File: config.mk
export PLATFORM = sky130hd
export DESIGN_NAME = intr_ctrl
export DESIGN_NICKNAME = d
export VERILOG_FILES = /design/src/rtl/intr_pkg.sv /design/src/rtl/intr_timer.sv /design/src/rtl/intr_status.sv /design/src/rtl/intr_ctrl.sv
export SDC_FILE = /design/constraint.sdc
export NUM_CORES = 1
export LEC_CHECK = 0
export BUFFER_PORTS_ARGS = -buffer_cell sky130_fd_sc_hd__buf_2
export CORE_MARGIN = 3
export CORE_UTILIZATION = 58
export CTS_CLUSTER_DIAMETER = 60
export CTS_CLUSTER_SIZE = 14
export DETAILED_ROUTE_END_ITERATION = 10
export PLACE_DENSITY = 0.8
export SETUP_SLACK_MARGIN = 0.2
export SLEW_MARGIN = 20
export SYNTH_ARGS = -nofsm -noshare
export SYNTH_HDL_FRONTEND = slang
export SYNTH_SLANG_ARGS = --single-unit
File: constraint.sdc
create_clock -name clk -period 3.4 [get_ports clk]
set_input_delay 0.17 -clock clk [delete_from_list [all_inputs] [get_ports clk]]
set_output_delay 0.17 -clock clk [all_outputs]
set_load 0.02 [all_outputs]
File: src/rtl/intr_pkg.sv
package intr_pkg;

    localparam int STAT_W = 16;

    localparam int B_RX_OK     = 0;
    localparam int B_RX_ERR    = 1;
    localparam int B_TX_OK     = 2;
    localparam int B_TX_ERR    = 3;
    localparam int B_RXBUF_OVF = 4;
    localparam int B_UNDR_LINK = 5;
    localparam int B_FIFO_OVF  = 6;
    localparam int B_LEN_CHG   = 13;
    localparam int B_TIMEOUT   = 14;
    localparam int B_SYS_ERR   = 15;

    // implemented bit positions; 12..7 are reserved
    localparam logic [STAT_W-1:0] IMPL_BITS = 16'hE07F;

    typedef enum logic [1:0] {
        REG_STATUS = 2'd0,
        REG_MASK   = 2'd1,
        REG_CMP    = 2'd2,
        REG_CNT    = 2'd3
    } reg_sel_e;

    typedef struct packed {
        logic [STAT_W-1:0] stat;
        logic [STAT_W-1:0] mask;
        logic              irq_n;
    } stat_regs_t;

endpackage

File: src/rtl/intr_timer.sv
module intr_timer #(
    parameter int TMR_W = 16
) (
    input  logic             clk,
    input  logic             rst_n,
    input  logic             clr_i,
    input  logic             cmp_we_i,
    input  logic [TMR_W-1:0] cmp_wdata_i,
    output logic [TMR_W-1:0] cnt_o,
    output logic [TMR_W-1:0] cmp_o,
    output logic             match_o
);

    typedef struct packed {
        logic [TMR_W-1:0] cnt;
        logic [TMR_W-1:0] cmp;
    } tmr_regs_t;

    tmr_regs_t tmr_d, tmr_q;

    always_comb begin
        tmr_d     = tmr_q;
        tmr_d.cnt = tmr_q.cnt + TMR_W'(1);
        if (clr_i || cmp_we_i) begin
            tmr_d.cnt = '0;
        end
        if (cmp_we_i) begin
            tmr_d.cmp = cmp_wdata_i;
        end
    end

    always_ff @(posedge clk or negedge rst_n) begin
        if (!rst_n) begin
            tmr_q <= '0;
        end else begin
            tmr_q <= tmr_d;
        end
    end

    assign cnt_o   = tmr_q.cnt;
    assign cmp_o   = tmr_q.cmp;
    assign match_o = (tmr_q.cmp != '0) && (tmr_q.cnt == tmr_q.cmp);

    AST_CNT_RESTART: assert property (@(posedge clk) disable iff (!rst_n)
        (clr_i || cmp_we_i) |=> (cnt_o == '0));
    AST_CNT_STEP: assert property (@(posedge clk) disable iff (!rst_n)
        !(clr_i || cmp_we_i) |=> (cnt_o == $past(cnt_o) + TMR_W'(1)));
    AST_CMP_HOLD: assert property (@(posedge clk) disable iff (!rst_n)
        !cmp_we_i |=> $stable(cmp_o));

endmodule

File: src/rtl/intr_status.sv
module intr_status
    import intr_pkg::*;
(
    input  logic              clk,
    input  logic              rst_n,
    input  logic [STAT_W-1:0] ev_i,
    input  logic              clr_i,
    input  logic              mask_we_i,
    input  logic [STAT_W-1:0] mask_wdata_i,
    output logic [STAT_W-1:0] status_o,
    output logic [STAT_W-1:0] mask_o,
    output logic              irq_n_o
);

    stat_regs_t st_d, st_q;

    always_comb begin
        st_d      = st_q;
        st_d.stat = (clr_i ? '0 : st_q.stat) | (ev_i & IMPL_BITS);
        if (mask_we_i) begin
            st_d.mask = mask_wdata_i & IMPL_BITS;
        end
        st_d.irq_n = ~|(st_d.stat & st_d.mask);
    end

    always_ff @(posedge clk or negedge rst_n) begin
        if (!rst_n) begin
            st_q <= '{stat: '0, mask: '0, irq_n: 1'b1};
        end else begin
            st_q <= st_d;
        end
    end

    assign status_o = st_q.stat;
    assign mask_o   = st_q.mask;
    assign irq_n_o  = st_q.irq_n;

    AST_RSVD_ZERO: assert property (@(posedge clk) disable iff (!rst_n)
        ((status_o | mask_o) & ~IMPL_BITS) == '0);
    AST_STICKY: assert property (@(posedge clk) disable iff (!rst_n)
        !clr_i |=> ((status_o & $past(status_o)) == $past(status_o)));
    AST_CLEAR_KEEPS_NEW: assert property (@(posedge clk) disable iff (!rst_n)
        clr_i |=> (status_o == ($past(ev_i) & IMPL_BITS)));
    AST_IRQ_MATCH: assert property (@(posedge clk) disable iff (!rst_n)
        irq_n_o == !(|(status_o & mask_o)));

endmodule

File: src/rtl/intr_ctrl.sv
module intr_ctrl
    import intr_pkg::*;
#(
    parameter int DATA_W = 16,
    parameter int TMR_W  = 16
) (
    input  logic              clk,
    input  logic              rst_n,
    input  logic              ev_rx_ok,
    input  logic              ev_rx_err,
    input  logic              ev_tx_ok,
    input  logic              ev_tx_err,
    input  logic              ev_rxbuf_ovf,
    input  logic              ev_undr_link,
    input  logic              ev_fifo_ovf,
    input  logic              ev_len_chg,
    input  logic              ev_sys_err,
    input  logic              rx_enabled,
    input  logic              host_req,
    input  logic              host_we,
    input  logic [1:0]        host_addr,
    input  logic [DATA_W-1:0] host_wdata,
    output logic [DATA_W-1:0] host_rdata,
    output logic              irq_n
);

    reg_sel_e          sel;
    logic              rd_stb, wr_stb;
    logic              stat_clr, mask_we, cmp_we, cnt_clr;
    logic              tmo_hit;
    logic [STAT_W-1:0] ev_vec, stat_w, mask_w;
    logic [TMR_W-1:0]  cnt_w, cmp_w;
    logic [DATA_W-1:0] rdata_d, rdata_q;

    assign sel    = reg_sel_e'(host_addr);
    assign rd_stb = host_req && !host_we;
    assign wr_stb = host_req && host_we;

    assign stat_clr = rd_stb && (sel == REG_STATUS);
    assign mask_we  = wr_stb && (sel == REG_MASK);
    assign cmp_we   = wr_stb && (sel == REG_CMP);
    assign cnt_clr  = wr_stb && (sel == REG_CNT);

    always_comb begin
        ev_vec              = '0;
        ev_vec[B_RX_OK]     = ev_rx_ok;
        ev_vec[B_RX_ERR]    = ev_rx_err;
        ev_vec[B_TX_OK]     = ev_tx_ok;
        ev_vec[B_TX_ERR]    = ev_tx_err;
        ev_vec[B_RXBUF_OVF] = ev_rxbuf_ovf;
        ev_vec[B_UNDR_LINK] = ev_undr_link;
        ev_vec[B_FIFO_OVF]  = ev_fifo_ovf;
        ev_vec[B_LEN_CHG]   = ev_len_chg && rx_enabled;
        ev_vec[B_TIMEOUT]   = tmo_hit;
        ev_vec[B_SYS_ERR]   = ev_sys_err;
    end

    intr_timer #(.TMR_W(TMR_W)) u_timer (
        .clk         (clk),
        .rst_n       (rst_n),
        .clr_i       (cnt_clr),
        .cmp_we_i    (cmp_we),
        .cmp_wdata_i (host_wdata[TMR_W-1:0]),
        .cnt_o       (cnt_w),
        .cmp_o       (cmp_w),
        .match_o     (tmo_hit)
    );

    intr_status u_status (
        .clk          (clk),
        .rst_n        (rst_n),
        .ev_i         (ev_vec),
        .clr_i        (stat_clr),
        .mask_we_i    (mask_we),
        .mask_wdata_i (host_wdata[STAT_W-1:0]),
        .status_o     (stat_w),
        .mask_o       (mask_w),
        .irq_n_o      (irq_n)
    );

    always_comb begin
        rdata_d = rdata_q;
        if (rd_stb) begin
            unique case (sel)
                REG_STATUS: rdata_d = DATA_W'(stat_w);
                REG_MASK:   rdata_d = DATA_W'(mask_w);
                REG_CMP:    rdata_d = DATA_W'(cmp_w);
                REG_CNT:    rdata_d = DATA_W'(cnt_w);
                default:    rdata_d = '0;
            endcase
        end
    end

    always_ff @(posedge clk or negedge rst_n) begin
        if (!rst_n) begin
            rdata_q <= '0;
        end else begin
            rdata_q <= rdata_d;
        end
    end

    assign host_rdata = rdata_q;

    AST_STATUS_WR_NOP: assert property (@(posedge clk) disable iff (!rst_n)
        (wr_stb && sel == REG_STATUS) |=> (stat_w == ($past(stat_w) | ($past(ev_vec) & IMPL_BITS))));
    AST_LEN_GATED: assert property (@(posedge clk) disable iff (!rst_n)
        (!rx_enabled && !stat_w[B_LEN_CHG]) |=> !stat_w[B_LEN_CHG]);
    AST_NO_TMO_CMP0: assert property (@(posedge clk) disable iff (!rst_n)
        (cmp_w == '0 && !stat_w[B_TIMEOUT]) |=> !stat_w[B_TIMEOUT]);
    AST_RDATA_HOLD: assert property (@(posedge clk) disable iff (!rst_n)
        !rd_stb |=> $stable(host_rdata));

endmodule

==> metrics.yaml <==
fin_tns_setup_ps: 0
placed_cell_area_um2: 4031
maxCapViolCount: 0
hold_path_class: "input pin to asynchronous set/reset pin"
crit_slowest_cell: "or4b_1"
wirelength_mm: 8.094
synth_top_area_cell: "dfrtp_1"
fin_area_um2: 4288
powerDensity_nw_per_um2: 617.6
hold_ws_ps: -21.75
cp-start-kind: "input pin"
cts_resized: 0
syn_inst: 281
place_congestion: 0.8429
cpPeakStageDelay_ps: 940
synth_edf_count: 0
finalWorstSetupSlack_ps: 1114
place.port_buffers: 48
violations: "hold timing"
grt_pass1_wl_mm: 13.19
mostFrequentLayoutCells: "dfrtp_1 (80), buf_2 (47), mux2_2 (38)"
final_util: 0.7075
max_freq_mhz: 437.4
cts_sinks: 81
syn_area_per_cell_um2: 13.25
vdd_ir_drop_max_uv: 434.4
antenna_found_initial: 0
wl_per_cell_um: 19.79
tightest_slew_ps: 984.0
synth_seq_cells: 81
cts_tree: "built"
finalCritPeriodShare: 0.6724
p_leak_uw: 0.001898
fp-row-count: 28
first_iter_violations: 226
grt_max_degree: 82
numCtsBuffers: 9
drive_gt1_frac: 0.3593
hold_buffers: 0
synthArstFlopShare: 1.000
area_delta_synth_final_pct: 15.19
grt_usage: 0.2376
finalHoldViolations: 14
slew_violations: 0
syn_area_um2: 3722
worstSetupEndpointType: "flip-flop"
period_needed_ps: 2286
critical_path_arrival_ps: 2550
worstPathMaxFanout: 21
slew-limit-headroom: 0.3440
fin_nets: 363
cp_common_cell: "a22o_1"
synth.area.top_cells: "dfrtp_1 (54%), mux2_2 (11%), mux4_2 (7.9%), xnor2_1 (4.9%), and2_1 (2.0%)"
grt_pass1_vias: 2565
h-tree-depth: 3
post_cts_buffers: 0
yosysSeqAreaShare: 0.5449
status: "finished with violations"
route.detailed.drc: 0
io_pins: 49
antenna_cells: 0
antenna_violating_nets_post_route: 0
synth_warnings: 0
final_common_cell: "dfrtp_1"
root_buffer: "clkbuf_8"
gr-total-overflow: 0
setup_viol: 0
clkSlewWorstSetupHoldPaths_ps: 80
dp_slack_ps: 763.5
dpl.hpwl_mm: 5.728
crit_family: "compound AO/OA/AOI/OAI gates"
num_vias: 2507
die_w_um: 86.11
core-area_um2: 6061
start_util: 0.6142
die_h_um: 86.11
clock_latency_ps: 350
synthFlopType: "dfrtp_1"
rsz0062_at_grt: "no"
path_class: "input pin to flip-flop"
crit_buf_inv: 1
path_cells: "buf_2, or4b_1, a22o_1, a22o_1, a2111o_1, a211oi_2"
clockBufferDepth: 2
skew_ps: 5.354
dr.pass1.iters: 6
syn-num-nets: 314
cp.required_ps: 3670
viasPerCell: 6.130
dieArea_um2: 7415
yosysTopAreaCellShare: 0.5378
yosysUniqueCellTypes: 36
==> cell type report <==
cell class                 instances  area (µm²)
clock buffer                      10       127.6
inverter                           1       3.754
sequential                        81        2028
timing repair buffer              52       272.8
multi-input combinational        185        1633
clock inverter                     5       128.9
tap                               75       93.84
fill                             432        1773
==> stage by stage <==
stage | std cells | total power [µW]
finish | 409 | 2648
detailed placement | 394 | 1769
global route | 409 | 2773
floorplan | 281 | 1580
global placement | 394 | 1747
CTS | 409 | 2657
==> flip-flops by register name, summed over array words and instances, names as in the netlist <==
| name | count |
|---|---|
| host_rdata | 16 |
| u_timer.cmp_o | 16 |
| u_status.mask_o | 16 |
| u_timer.cnt_o | 16 |
| u_status.status_o | 16 |
| u_status.irq_n_o | 1 |
==> worst paths after layout <==
kind                             startpoint                     to  slack [ps]  cells past startpoint
min in group clk                  ev_tx_err   u_status.status_o[3]          20                      2
hold reg to reg              host_rdata[15]         host_rdata[15]         510                      1
hold / removal                        rst_n  u_status.status_o[12]         -20                      1
max in group asynchronous             rst_n   u_status.status_o[0]        2800                      1
setup reg to reg           u_timer.cnt_o[4]      u_timer.cnt_o[15]        1650                      5
setup / recovery               host_addr[0]       u_status.irq_n_o        1110                      6
==> where the power goes <==
part           switching [µW]  leakage (µW)  internal (µW)
clock                     339      0.000127            560
combinational             239      0.000772            263
sequential                144      0.000999           1100
==> cells in the mapped netlist (all sizes together), types with 6 or more instances <==
master and number:
a21o 8, clkbuf 9, nand2 8, and2 12
xor2 8, nand4 8, mux4 13, dfrtp 80
nor2 13, mux2 39, xnor2 21, nor4 6
==> cells by family (layout without fill, tap and decap cells) <==
kind of cell,count (synthesis),in the layout,synth area share
adders and majority gates,1,1,0.003361
and+or+nand+nor,67,67,0.1002
buffers and inverters,15,68,0.01647
AOI/OAI and AO/OA,33,33,0.06218
muxes,55,55,0.2047
xor gates and xnor gates,29,29,0.06824
DFF,81,81,0.5449
==> per-layer routing <==
layer | track usage | share of wire | vias up
li1 | - | - | 1126
met1 | 0.3437 | 0.44 | 1299
met2 | 0.3644 | 0.48 | 74
met3 | 0.05091 | 0.069 | 8
met4 | 0.07050 | 0.012 | 0
met5 | 0 | 0 | -
Note: power is estimated with default switching activity, not from simulation.
